### src/rtl/ddr_in_pkg.sv
`timescale 1ns/1ps
package ddr_in_pkg;
    typedef enum logic [1:0] {
        CAP_PASS  = 2'd0,
        CAP_SDR   = 2'd1,
        CAP_DDR   = 2'd2,
        CAP_SPARE = 2'd3
    } cap_mode_e;
endpackage

### src/rtl/ddr_in_passthru.sv
`timescale 1ns/1ps
module ddr_in_passthru #(
    parameter int W = 4
) (
    input  logic [W-1:0] pin_in,
    output logic [W-1:0] byp_data,
    output logic [W-1:0] byp_clk
);
    for (genvar i = 0; i < W; i++) begin : g_lane
        assign byp_data[i] = pin_in[i];
        assign byp_clk[i]  = pin_in[i];
    end
endmodule

### src/rtl/ddr_in_fall_stage.sv
`timescale 1ns/1ps
module ddr_in_fall_stage #(
    parameter int   W       = 4,
    parameter logic RST_ONE = 1'b0
) (
    input  logic         clk,
    input  logic         srst,
    input  logic         cen,
    input  logic [W-1:0] pin_in,
    output logic [W-1:0] fall_smp
);
    localparam logic [W-1:0] RV = {W{RST_ONE}};

    logic [W-1:0] fall_d, fall_q;

    always_comb begin
        fall_d = fall_q;
        if (srst)
            fall_d = RV;
        else if (cen)
            fall_d = pin_in;
    end

    always_ff @(negedge clk) begin
        fall_q <= fall_d;
    end

    assign fall_smp = fall_q;
endmodule

### src/rtl/ddr_in_align.sv
`timescale 1ns/1ps
module ddr_in_align
    import ddr_in_pkg::*;
#(
    parameter int   W       = 4,
    parameter logic RST_ONE = 1'b0
) (
    input  logic         clk,
    input  logic         srst,
    input  logic         cen,
    input  logic [1:0]   cap_mode,
    input  logic         edge_swap,
    input  logic [W-1:0] pin_in,
    input  logic [W-1:0] fall_smp,
    output logic [W-1:0] q_lead,
    output logic [W-1:0] q_trail
);
    localparam logic [W-1:0] RV = {W{RST_ONE}};

    typedef struct packed {
        logic [W-1:0] rise;
        logic [W-1:0] lead;
        logic [W-1:0] trail;
    } rise_state_t;

    rise_state_t st_d, st_q;
    cap_mode_e   mode;

    assign mode = cap_mode_e'(cap_mode);

    always_comb begin
        st_d = st_q;
        if (srst) begin
            st_d.rise  = RV;
            st_d.lead  = RV;
            st_d.trail = RV;
        end else if (cen) begin
            st_d.rise = pin_in;
            unique case (mode)
                CAP_SDR: begin
                    st_d.lead  = RV;
                    st_d.trail = pin_in;
                end
                CAP_DDR: begin
                    if (edge_swap) begin
                        st_d.lead  = fall_smp;
                        st_d.trail = pin_in;
                    end else begin
                        st_d.lead  = st_q.rise;
                        st_d.trail = fall_smp;
                    end
                end
                default: begin
                    st_d.lead  = RV;
                    st_d.trail = RV;
                end
            endcase
        end
    end

    always_ff @(posedge clk) begin
        st_q <= st_d;
    end

    assign q_lead  = st_q.lead;
    assign q_trail = st_q.trail;
endmodule

### src/rtl/ddr_in_cap.sv
`timescale 1ns/1ps
module ddr_in_cap #(
    parameter int   W       = 4,
    parameter logic RST_ONE = 1'b0
) (
    input  logic         clk,
    input  logic         srst,
    input  logic         cen,
    input  logic [1:0]   cap_mode,
    input  logic         edge_swap,
    input  logic [W-1:0] pin_in,
    output logic [W-1:0] byp_data,
    output logic [W-1:0] byp_clk,
    output logic [W-1:0] q_lead,
    output logic [W-1:0] q_trail
);
    logic [W-1:0] fall_smp;

    ddr_in_passthru #(.W(W)) u_pass (
        .pin_in   (pin_in),
        .byp_data (byp_data),
        .byp_clk  (byp_clk)
    );

    ddr_in_fall_stage #(.W(W), .RST_ONE(RST_ONE)) u_fall (
        .clk      (clk),
        .srst     (srst),
        .cen      (cen),
        .pin_in   (pin_in),
        .fall_smp (fall_smp)
    );

    ddr_in_align #(.W(W), .RST_ONE(RST_ONE)) u_align (
        .clk       (clk),
        .srst      (srst),
        .cen       (cen),
        .cap_mode  (cap_mode),
        .edge_swap (edge_swap),
        .pin_in    (pin_in),
        .fall_smp  (fall_smp),
        .q_lead    (q_lead),
        .q_trail   (q_trail)
    );
endmodule

### config.mk
export PLATFORM = sky130hd
export DESIGN_NAME = ddr_in_cap
export DESIGN_NICKNAME = d
export VERILOG_FILES = /design/src/rtl/ddr_in_pkg.sv /design/src/rtl/ddr_in_passthru.sv /design/src/rtl/ddr_in_fall_stage.sv /design/src/rtl/ddr_in_align.sv /design/src/rtl/ddr_in_cap.sv
export SDC_FILE = /design/constraint.sdc
export NUM_CORES = 1
export LEC_CHECK = 0
export BUFFER_PORTS_ARGS = -buffer_cell sky130_fd_sc_hd__buf_2
export CAP_MARGIN = 20
export CELL_PAD_IN_SITES_DETAIL_PLACEMENT = 1
export CELL_PAD_IN_SITES_GLOBAL_PLACEMENT = 1
export CORE_MARGIN = 8
export CORE_UTILIZATION = 35
export CTS_CLUSTER_DIAMETER = 30
export DETAILED_ROUTE_END_ITERATION = 10
export PLACE_DENSITY = 0.82
export SETUP_SLACK_MARGIN = 0.15
export SYNTH_ARGS = -nofsm -noshare
export SYNTH_HDL_FRONTEND = slang
export SYNTH_SLANG_ARGS = --single-unit
export TNS_END_PERCENT = 1
### constraint.sdc
create_clock -name clk -period 1.4 [get_ports clk]
set_input_delay 0.21 -clock clk [delete_from_list [all_inputs] [get_ports clk]]
set_output_delay 0.21 -clock clk [all_outputs]
set_load 0.01 [all_outputs]
==> results of run 1 <==
## critical path: stages, from the launching register on
cell,delay (ns)
dfxtp_2,0.32
mux2_4,0.26
nand3_2,0.07
a21oi_2,0.05
## metrics by stage
step | TNS [ns] | cells | power [mW] | hold slack, ns | setup WS [ns]
2_1_floorplan | -0.441 | 89 | 0.607 | 0.279 | -0.0973
3_3_place_gp | -0.624 | 128 | 0.645 | 0.457 | -0.112
3_5_place_dp | -0.830 | 128 | 0.651 | 0.460 | -0.118
4_1_cts | -0.854 | 136 | 0.935 | 0.180 | -0.139
5_1_grt | -1.08 | 136 | 0.983 | 0.188 | -0.170
6_report | -0.862 | 136 | 0.918 | 0.189 | -0.145
## power by group through the flow
stage,sequential [mW],clock [mW],combinational (mW)
floorplan,0.490,0.0222,0.0949
global placement,0.492,0.0222,0.131
detailed placement,0.493,0.0222,0.136
CTS,0.484,0.311,0.140
global route,0.485,0.345,0.154
finish,0.484,0.295,0.140
## synthesized netlist by cell type
| cell | instances | area share, % |
|---|---|---|
| nand3_1 | 4 | 2.4 |
| nand2_1 | 4 | 1.8 |
| and4bb_4 | 1 | 2.0 |
| and2_1 | 4 | 3.0 |
| mux2_1 | 1 | 1.4 |
| ha_1 | 2 | 3.0 |
| a21oi_1 | 13 | 7.9 |
| nor4b_4 | 1 | 2.9 |
| buf_4 | 16 | 15 |
| nor2_1 | 1 | 0.46 |
| a221o_1 | 4 | 4.9 |
| clkbuf_1 | 3 | 1.4 |
| nand2b_1 | 12 | 9.1 |
| inv_1 | 3 | 1.4 |
| dfxtp_1 | 16 | 39 |
| mux2_2 | 3 | 4.1 |
| nor2b_1 | 1 | 0.76 |
## sequential cells by signal, indices dropped and copies added (netlist names)
name             cells
u_align.q_trail      4
u_align.st_q         4
u_align.q_lead       4
u_fall.fall_smp      4
## routing by layer
metal | up-vias | part of all wire (%) | global-route usage (%)
met1 | 314 | 40 | 9.86
met4 | 0 | 1.2 | 4.09
met3 | 4 | 4.2 | 3.61
li1 | 324 | - | -
met2 | 14 | 54 | 19.3
met5 | - | 0 | 0
## final cells by class
| class | instances | area share, % |
|---|---|---|
| well taps | 28 | 3.54 |
| inverters | 2 | 0.759 |
| clock buffers | 4 | 2.65 |
| flip-flops and latches | 16 | 32.9 |
| repair buffers | 31 | 17.2 |
| multi-input cells | 51 | 41.5 |
| clock inverters | 4 | 1.52 |
## worst max path at each step
stage          cells past startpoint                             end                            start
6_report                           3  u_align.q_lead[0]$_SDFFE_PP0P_  u_fall.fall_smp[0]$_SDFFE_NP0P_
5_1_grt                            3  u_align.q_lead[2]$_SDFFE_PP0P_  u_fall.fall_smp[2]$_SDFFE_NP0P_
4_1_cts                            3  u_align.q_lead[1]$_SDFFE_PP0P_  u_fall.fall_smp[1]$_SDFFE_NP0P_
3_5_place_dp                       3  u_align.q_lead[3]$_SDFFE_PP0P_  u_fall.fall_smp[3]$_SDFFE_NP0P_
3_3_place_gp                       3  u_align.q_lead[3]$_SDFFE_PP0P_  u_fall.fall_smp[3]$_SDFFE_NP0P_
2_1_floorplan                      3  u_align.q_lead[0]$_SDFFE_PP0P_  u_fall.fall_smp[0]$_SDFFE_NP0P_
## repair_timing
item / CTS / global route
pin swaps: 7 / 0
setup buffers: 1 / 0
gates resized for setup: 4 / 2
setup endpoints to repair: 8 / 8
hold endpoints to repair: 0 / 0
## cell families after synthesis
| logic type | count (synthesis) | synth area share (%) |
|---|---|---|
| AO/OA/AOI/OAI | 17 | 12.8 |
| adder cells (fa/ha/maj) | 2 | 3.04 |
| buffers and inverters | 22 | 17.3 |
| flip-flops | 16 | 38.9 |
| multiplexers | 4 | 5.47 |
| AND/OR/NAND/NOR | 28 | 22.5 |
==> results.md, run 1 <==
* Sequential-to-total area share from yosys stat at 38.9%
* Htree depth at 1
* Pwr Density at 927 nW/um2
* First-pass GRT wire length at 3420 um
* Number of global-route vias before repair at 752
* Placement Cell Area at 923 um2
* Via/cell ratio at 4.82
* Clock power frac at 32.1%
* Reg2reg setup slack at -0.14 ns
* Residual overflow from global routing at 0
* Critical path class: flip-flop to flip-flop
* Leakage at 0.452 nW
* Yosys Warn Count at 0
* WP data required at 1.59 ns
* Drc violations at 0
* Worst path arrival time at 1.73 ns
* Layout cells sized above 1 at 48.1%
* Root Buffer: clkbuf_4
* P_int at 665 uW
* IO buf count at 25
* Worst R2R Start: u_fall.fall_smp[0]$_SDFFE_NP0P_
* Syn_area_per_cell at 9.25 um2
* Fin. max-slew vios at 0
* Setup violations, final at 8
* Die area at 4160 um2
* Peak supply drop at 552 uV
* Hold path depth at 2
* Clk slew on worst S/H paths at 0.10 ns
* Maxcap violations at 0
* Iter 0 DRT Violations at 8
* Status: finished with violations
* DRT antenna net count at 0
* Startpoint types: flip-flop
* Die Ht at 64.5 um
* HPWL Detailed at 1610 um
* Most common cell after layout, fill and taps aside: buf_2
* Hold Path Origin: pin_in[1]
* Post-Synthesis Cells at 89
* TritonCTS clock tree: built
* Worst Reg-to-Reg Cells at 3
* Slew headroom at 79.7%
* RR Endpoint: u_align.q_lead[0]$_SDFFE_PP0P_
* Gpl congestion at 0.774
* Sequential power share at 52.7%
* Worst-margin pin slew at 0.303 ns
* Hold WC Path Type: input port to flip-flop
* Core footprint at 2210 um2
* Area Overhead vs Synth at 20.2%
* Initial Utilization at 37.2%
* Hold_buf cts at 0
* Cell variety after synth at 17
* Synthesized cell area at 823 um2
* Reg area at 325 um2
* Router iterations before antenna repair at 4
* Most frequent cells in the layout: 25 x buf_2, 12 x nand2b_1, 12 x dfxtp_1, 9 x a21oi_1
* Site Rows at 17
* Routed WL at 1980 um
* Flops & latches, synth at 16
* Total number of vias at 656
* Tot GR Track Use at 10.2%
* Largest net degree at the start of global routing at 14
* Die X at 64.5 um
* Multi-input gate area at 410 um2
* Final setup margin at -0.145 ns
* N_diodes at 0
* TritonCTS Buffers at 3
* Final Hold Viols at 0
* Synth Net Count at 101
* Violated checks: negative setup slack
* Layout net count at 121
* Clk_lat worst skew at 0.34 ns
* CTS Buffer Depth at 2
* WL/cell at 14.6 um
* # fillers at 279
* P_sw at 252 uW
* Skew final at 0.0623 ns
* CP Capture Type: flip-flop
* Core Util, Final at 44.7%
* Num ports at 26
* Worst-path maximum fanout at 3
* Initial antenna violation count at 0
* Switch share at 27.5%
* Endpoint, Worst Hold: u_align.q_trail[1]$_SDFFE_PP0P_
* Post-route design area at 990 um2
* RSZ-0062 raised after global routing: true
* Comb pwr share at 15.2%
* CTS Sinks at 16
Note: power is estimated with default switching activity, not from simulation.
==> run 2, diff against run 1 <==
Settings changed: CORE_UTILIZATION 35 to 36, PLACE_DENSITY 0.82 to 0.84.
==> run 2 against run 1 <==
Die area decreased by 2.1%. Largest power group unchanged. Largest cell class unchanged. Register-to-register slack got worse by 0.02 ns. Count of clock-buffer cells in the layout unchanged. Total power rose by 8.9%. Routed wire length increased by 13%. Sequential cell count unchanged. Global-route usage increased by 1.1 points. Sequential share of layout area decreased by 1.0 points. Critical path depth stayed put. The flow still finishes with violations (negative setup slack).
==> results.md, run 2 (synthesized netlist as in run 1, its figures left out) <==
* Status: finished with violations (unchanged)
* Violated checks: negative setup slack (unchanged)
* Core footprint at 2190 um2 (was 2210 um2)
* Drc violations at 0 (unchanged)
* Most common cell after layout, fill and taps aside: buf_2 (unchanged)
* WL/cell at 16.2 um (was 14.6 um)
* CP Capture Type: flip-flop (unchanged)
* TritonCTS clock tree: built (unchanged)
* Num ports at 26 (unchanged)
* CTS Buffer Depth at 2 (unchanged)
* Fin cells at 139 (was 136)
* Tot GR Track Use at 11.3% (was 10.2%)
* Die area at 4070 um2 (was 4160 um2)
* RSZ-0062 raised after global routing: true (unchanged)
* Residual overflow from global routing at 0 (unchanged)
* Post-CTS Setup Inserts at 0 (was 1)
* Worst-path maximum fanout at 3 (unchanged)
* Dpl ws at -0.129 ns (was -0.118 ns)
* CP peak stage delay at 0.33 ns (was 0.32 ns)
* First-pass GRT wire length at 3710 um (was 3420 um)
* Routed WL at 2250 um (was 1980 um)
* Startpoint types: flip-flop (unchanged)
* Via/cell ratio at 5.01 (was 4.82)
* HPWL Detailed at 1730 um (was 1610 um)
* Router iterations before antenna repair at 5 (was 4)
* Leakage at 0.471 nW (was 0.452 nW)
* DRT antenna net count at 0 (unchanged)
* WP data required at 1.59 ns (about the same)
* Gpl congestion at 0.724 (was 0.774)
* Pwr Density at 978 nW/um2 (was 927 nW/um2)
* CTS Sinks at 16 (unchanged)
* Number of global-route vias before repair at 790 (was 752)
* Die X at 63.8 um (was 64.5 um)
* Largest net degree at the start of global routing at 15 (was 14)
* Fin. max-slew vios at 0 (unchanged)
* Total number of vias at 697 (was 656)
* Maxcap violations at 0 (unchanged)
* Critical-path cell list: mux2_4 > nand3_2 > a21oi_2 (unchanged)
* Most frequent cells in the layout: 25 x buf_2, 12 x nand2b_1, 12 x dfxtp_1, 9 x a21oi_1, 9 x buf_4 (was 25 x buf_2, 12 x nand2b_1, 12 x dfxtp_1, 9 x a21oi_1)
* Iter 0 DRT Violations at 7 (was 8)
* Clk_lat worst skew at 0.36 ns (was 0.34 ns)
* TritonCTS Buffers at 3 (unchanged)
* CP delay by family, top: flip-flops (unchanged)
* Layout cells sized above 1 at 50.5% (was 48.1%)
* IO buf count at 25 (unchanged)
* Root Buffer: clkbuf_4 (unchanged)
* CP max-delay cell: dfxtp_2 (unchanged)
* Initial antenna violation count at 0 (unchanged)
* Htree depth at 1 (unchanged)
* Skew final at 0.0683 ns (was 0.0623 ns)
* Total power at 999 uW (was 918 uW)
* Critical path class: flip-flop to flip-flop (unchanged)
* Final Hold Viols at 0 (unchanged)
* Worst path arrival time at 1.75 ns (was 1.73 ns)
* Layout net count at 124 (was 121)
* Final setup margin at -0.160 ns (was -0.145 ns)
* Worst-margin pin slew at 0.333 ns (was 0.303 ns)
* Hold WC Path Type: input port to flip-flop (unchanged)
* Setup violations, final at 8 (unchanged)
* Slew headroom at 77.7% (was 79.7%)
* Buf/Inv on CP at 0 (unchanged)
* Die Ht at 63.8 um (was 64.5 um)
* Site Rows at 17 (unchanged)
* Clk slew on worst S/H paths at 0.10 ns (about the same)
* Area Overhead vs Synth at 24.2% (was 20.2%)
* N_diodes at 0 (unchanged)
* Initial Utilization at 37.6% (was 37.2%)
* Peak supply drop at 522 uV (was 552 uV)
* Placed cell count at 132 (was 128)
==> run 2: worst paths after layout <==
kind | cells after the start | slack, ns | start | end
max | 3 | -0.16 | u_fall.fall_smp[0]$_SDFFE_NP0P_ | u_align.q_lead[0]$_SDFFE_PP0P_
min | 2 | 0.18 | pin_in[2] | u_align.q_trail[2]$_SDFFE_PP0P_
max reg2reg | 3 | -0.16 | u_fall.fall_smp[0]$_SDFFE_NP0P_ | u_align.q_lead[0]$_SDFFE_PP0P_
min reg2reg | 2 | 0.49 | u_fall.fall_smp[3]$_SDFFE_NP0P_ | u_fall.fall_smp[3]$_SDFFE_NP0P_
==> run 2: layer usage <==
metal	vias up	wire (um)	part of all wire (%)	global-route usage [%]
met1	331	824	37	10.4
li1	332	-	-	-
met5	-	0	0	0
met4	0	55	2.4	4.18
met3	8	106	4.7	3.31
met2	26	1260	56	22.7
==> run 2: power by group <==
| group | leakage [nW] | switching (mW) | total [mW] | internal (mW) |
|---|---|---|---|---|
| registers | 0.132 | 0.0110 | 0.485 | 0.474 |
| logic | 0.296 | 0.0762 | 0.149 | 0.0728 |
| clock network | 0.0423 | 0.192 | 0.366 | 0.173 |
| total | 0.471 | 0.279 | 0.999 | 0.720 |
==> run 2: area by class of cell <==
class / count / area (um2)
flip-flops and latches: 16 / 325
inverters: 2 / 7.51
repair buffers: 34 / 193
fillers: 274 / 1170
multi-input cells: 51 / 410
well taps: 28 / 35.0
clock inverters: 4 / 15.0
clock buffers: 4 / 36.3
==> run 2: stage by stage <==
step | instance area, um2 | util [%] | setup TNS, ns | hold WS, ns
after floorplan | 858 | - | -0.441 | 0.279
after global placement | 953 | 43.5 | -0.722 | 0.456
after detailed placement | 953 | 43.5 | -0.944 | 0.465
after CTS | 1020 | 46.5 | -0.982 | 0.178
after global routing | 1020 | 46.7 | -1.18 | 0.190
final | 1020 | 46.7 | -0.963 | 0.178
==> run 2: repair_timing <==
item / 4_1_cts / 5_1_grt
hold buffers: 0 / 0
resized for setup: 5 / 1
pin swaps: 7 / 0
setup endpoints to repair: 8 / 8
==> run 3, diff against run 2 <==
Settings changed: SKIP_CTS_REPAIR_TIMING set to 1.
Clock period 1.4 ns to 1.7 ns, I/O delays scaled along.
==> run 3 against run 2 <==
The flow still finishes with violations (negative setup slack). Sequential share of layout area rose by 2.2 points. Critical path depth is the same. Combinational power down 28%. Sequential power shrank 18%. Highest routed layer unchanged. Register-to-register slack improved by 0.14 ns.
==> results.md, run 3 (synthesized netlist as in run 1, its figures left out) <==
* DRT antenna net count at 0 (unchanged)
* CTS Buffer Depth at 2 (unchanged)
* Layout cells sized above 1 at 45.2% (was 50.5%)
* Hold WC Path Type: input port to flip-flop (unchanged)
* Core footprint at 2190 um2 (unchanged)
* Die area at 4070 um2 (unchanged)
* Sum Neg Setup Slack at -0.0374 ns (was -0.963 ns)
* Hold Slack at 0.238 ns (was 0.178 ns)
* Initial antenna violation count at 0 (unchanged)
* Worst path arrival time at 1.89 ns (was 1.75 ns)
* Leakage at 0.436 nW (was 0.471 nW)
* Fin cells at 132 (was 139)
* Final Hold Viols at 0 (unchanged)
* Worst-path maximum fanout at 3 (unchanged)
* Most frequent cells in the layout: 25 x buf_2, 12 x nand2b_1, 12 x dfxtp_1, 11 x a21oi_1, 6 x inv_1 (was 25 x buf_2, 12 x nand2b_1, 12 x dfxtp_1, 9 x a21oi_1, 9 x buf_4)
* Slew headroom at 78.1% (was 77.7%)
* Htree depth at 1 (unchanged)
* WP data required at 1.87 ns (was 1.59 ns)
* Area Overhead vs Synth at 16.1% (was 24.2%)
* Setup violations, final at 4 (was 8)
* Largest net degree at the start of global routing at 16 (was 15)
* TritonCTS clock tree: built (unchanged)
* Placed cell count at 126 (was 132)
* Tot GR Track Use at 8.96% (was 11.3%)
* Post-route design area at 956 um2 (was 1020 um2)
* CP Capture Type: flip-flop (unchanged)
* Hold Path Origin: pin_in[0] (was pin_in[2])
* Peak supply drop at 323 uV (was 522 uV)
* Iter 0 DRT Violations at 5 (was 7)
* HPWL Detailed at 1490 um (was 1730 um)
* Clk_lat worst skew at 0.35 ns (was 0.36 ns)
* Status: finished with violations (unchanged)
* Die Ht at 63.8 um (unchanged)
* Pwr Density at 767 nW/um2 (was 978 nW/um2)
* CP peak stage delay at 0.32 ns (was 0.33 ns)
* Critical-path cell list: mux2_4 > nand3_2 > a21oi_2 (unchanged)
* Initial Utilization at 37.6% (unchanged)
* CTS Sinks at 16 (unchanged)
* Fin. max-slew vios at 0 (unchanged)
* Routed WL at 1790 um (was 2250 um)
* Gpl congestion at 0.737 (was 0.724)
* Number of global-route vias before repair at 651 (was 790)
* Residual overflow from global routing at 0 (unchanged)
* Total number of vias at 639 (was 697)
* CP max-delay cell: dfxtp_2 (unchanged)
* Layout net count at 118 (was 124)
* Worst-margin pin slew at 0.327 ns (was 0.333 ns)
* RSZ-0062 raised after global routing: true (unchanged)
* Drc violations at 0 (unchanged)
* Site Rows at 17 (unchanged)
* Maxcap violations at 0 (unchanged)
* Startpoint types: flip-flop (unchanged)
* N_diodes at 0 (unchanged)
* TritonCTS Buffers at 3 (unchanged)
* Die X at 63.8 um (unchanged)
* # fillers at 274 (unchanged)
* First-pass GRT wire length at 2940 um (was 3710 um)
* Via/cell ratio at 4.84 (was 5.01)
* Router iterations before antenna repair at 5 (unchanged)
* Most common cell after layout, fill and taps aside: buf_2 (unchanged)
* Placement Cell Area at 908 um2 (was 953 um2)
* Skew final at 0.0715 ns (was 0.0683 ns)
* Worst Setup SP: u_fall.fall_smp[0]$_SDFFE_NP0P_ (unchanged)
* WL/cell at 13.6 um (was 16.2 um)
* Final setup margin at -0.0188 ns (was -0.160 ns)
* Worst R2R Start: u_fall.fall_smp[0]$_SDFFE_NP0P_ (unchanged)
* IO buf count at 25 (unchanged)
* Num ports at 26 (unchanged)
* Critical path class: flip-flop to flip-flop (unchanged)
* Violated checks: negative setup slack (unchanged)
* Clk slew on worst S/H paths at 0.09 ns (was 0.10 ns)
* Root Buffer: clkbuf_4 (unchanged)
[run 3: cell types whose count changed in the layout (fill, tap and decap cells not counted), sizes merged]
cell,previous run,this run
clkbuf,4,3
buf,34,28
[run 3: worst max-delay path: cells and delay by family, from the launching register on]
kind | cells | cell delay (ns)
AO/OA/AOI/OAI | 1 | 0.04
multiplexers | 1 | 0.26
flip-flops | 1 | 0.32
AND/OR/NAND/NOR | 1 | 0.06
[run 3: report_power, final]
group	switching (mW)	leakage [nW]	total (mW)	internal, mW
registers	0.00806	0.132	0.398	0.390
clock network	0.134	0.0351	0.229	0.0944
logic	0.0567	0.268	0.107	0.0502
[run 3: cell type report]
type,instances,area [um2],share of cell area [%]
clock inverters,4,15.0,1.57
clock buffers,3,22.5,2.36
well taps,28,35.0,3.66
multi-input cells,51,403,42.1
repair buffers,28,148,15.4
flip-flops and latches,16,325,34.0
inverters,2,7.51,0.785
[run 3: routing by layer]
layer | vias up | track usage (%) | share of wire (%)
li1 | 318 | - | -
met1 | 300 | 8.58 | 40
met2 | 17 | 16.6 | 53
met3 | 4 | 3.31 | 5.6
met4 | 0 | 4.18 | 1.3
met5 | - | 0 | 0
[run 3: per-stage QoR]
step	util [%]	worst slack (ns)	power, mW
global placement	41.5	0.0258	0.527
CTS	43.0	-0.0413	0.751
floorplan	-	0.0527	0.500
detailed placement	41.5	0.0126	0.531
global route	43.6	-0.0432	0.775
finish	43.6	-0.0188	0.734
[run 3: path summary, 6_finish.rpt]
| path | end | slack, ns | depth (start not counted) |
|---|---|---|---|
| setup / recovery | u_align.q_lead[0]$_SDFFE_PP0P_ | -0.02 | 3 |
| hold / removal | u_align.q_trail[0]$_SDFFE_PP0P_ | 0.24 | 2 |
| setup reg to reg | u_align.q_lead[0]$_SDFFE_PP0P_ | -0.02 | 3 |
| hold reg to reg | u_align.q_lead[2]$_SDFFE_PP0P_ | 0.48 | 2 |
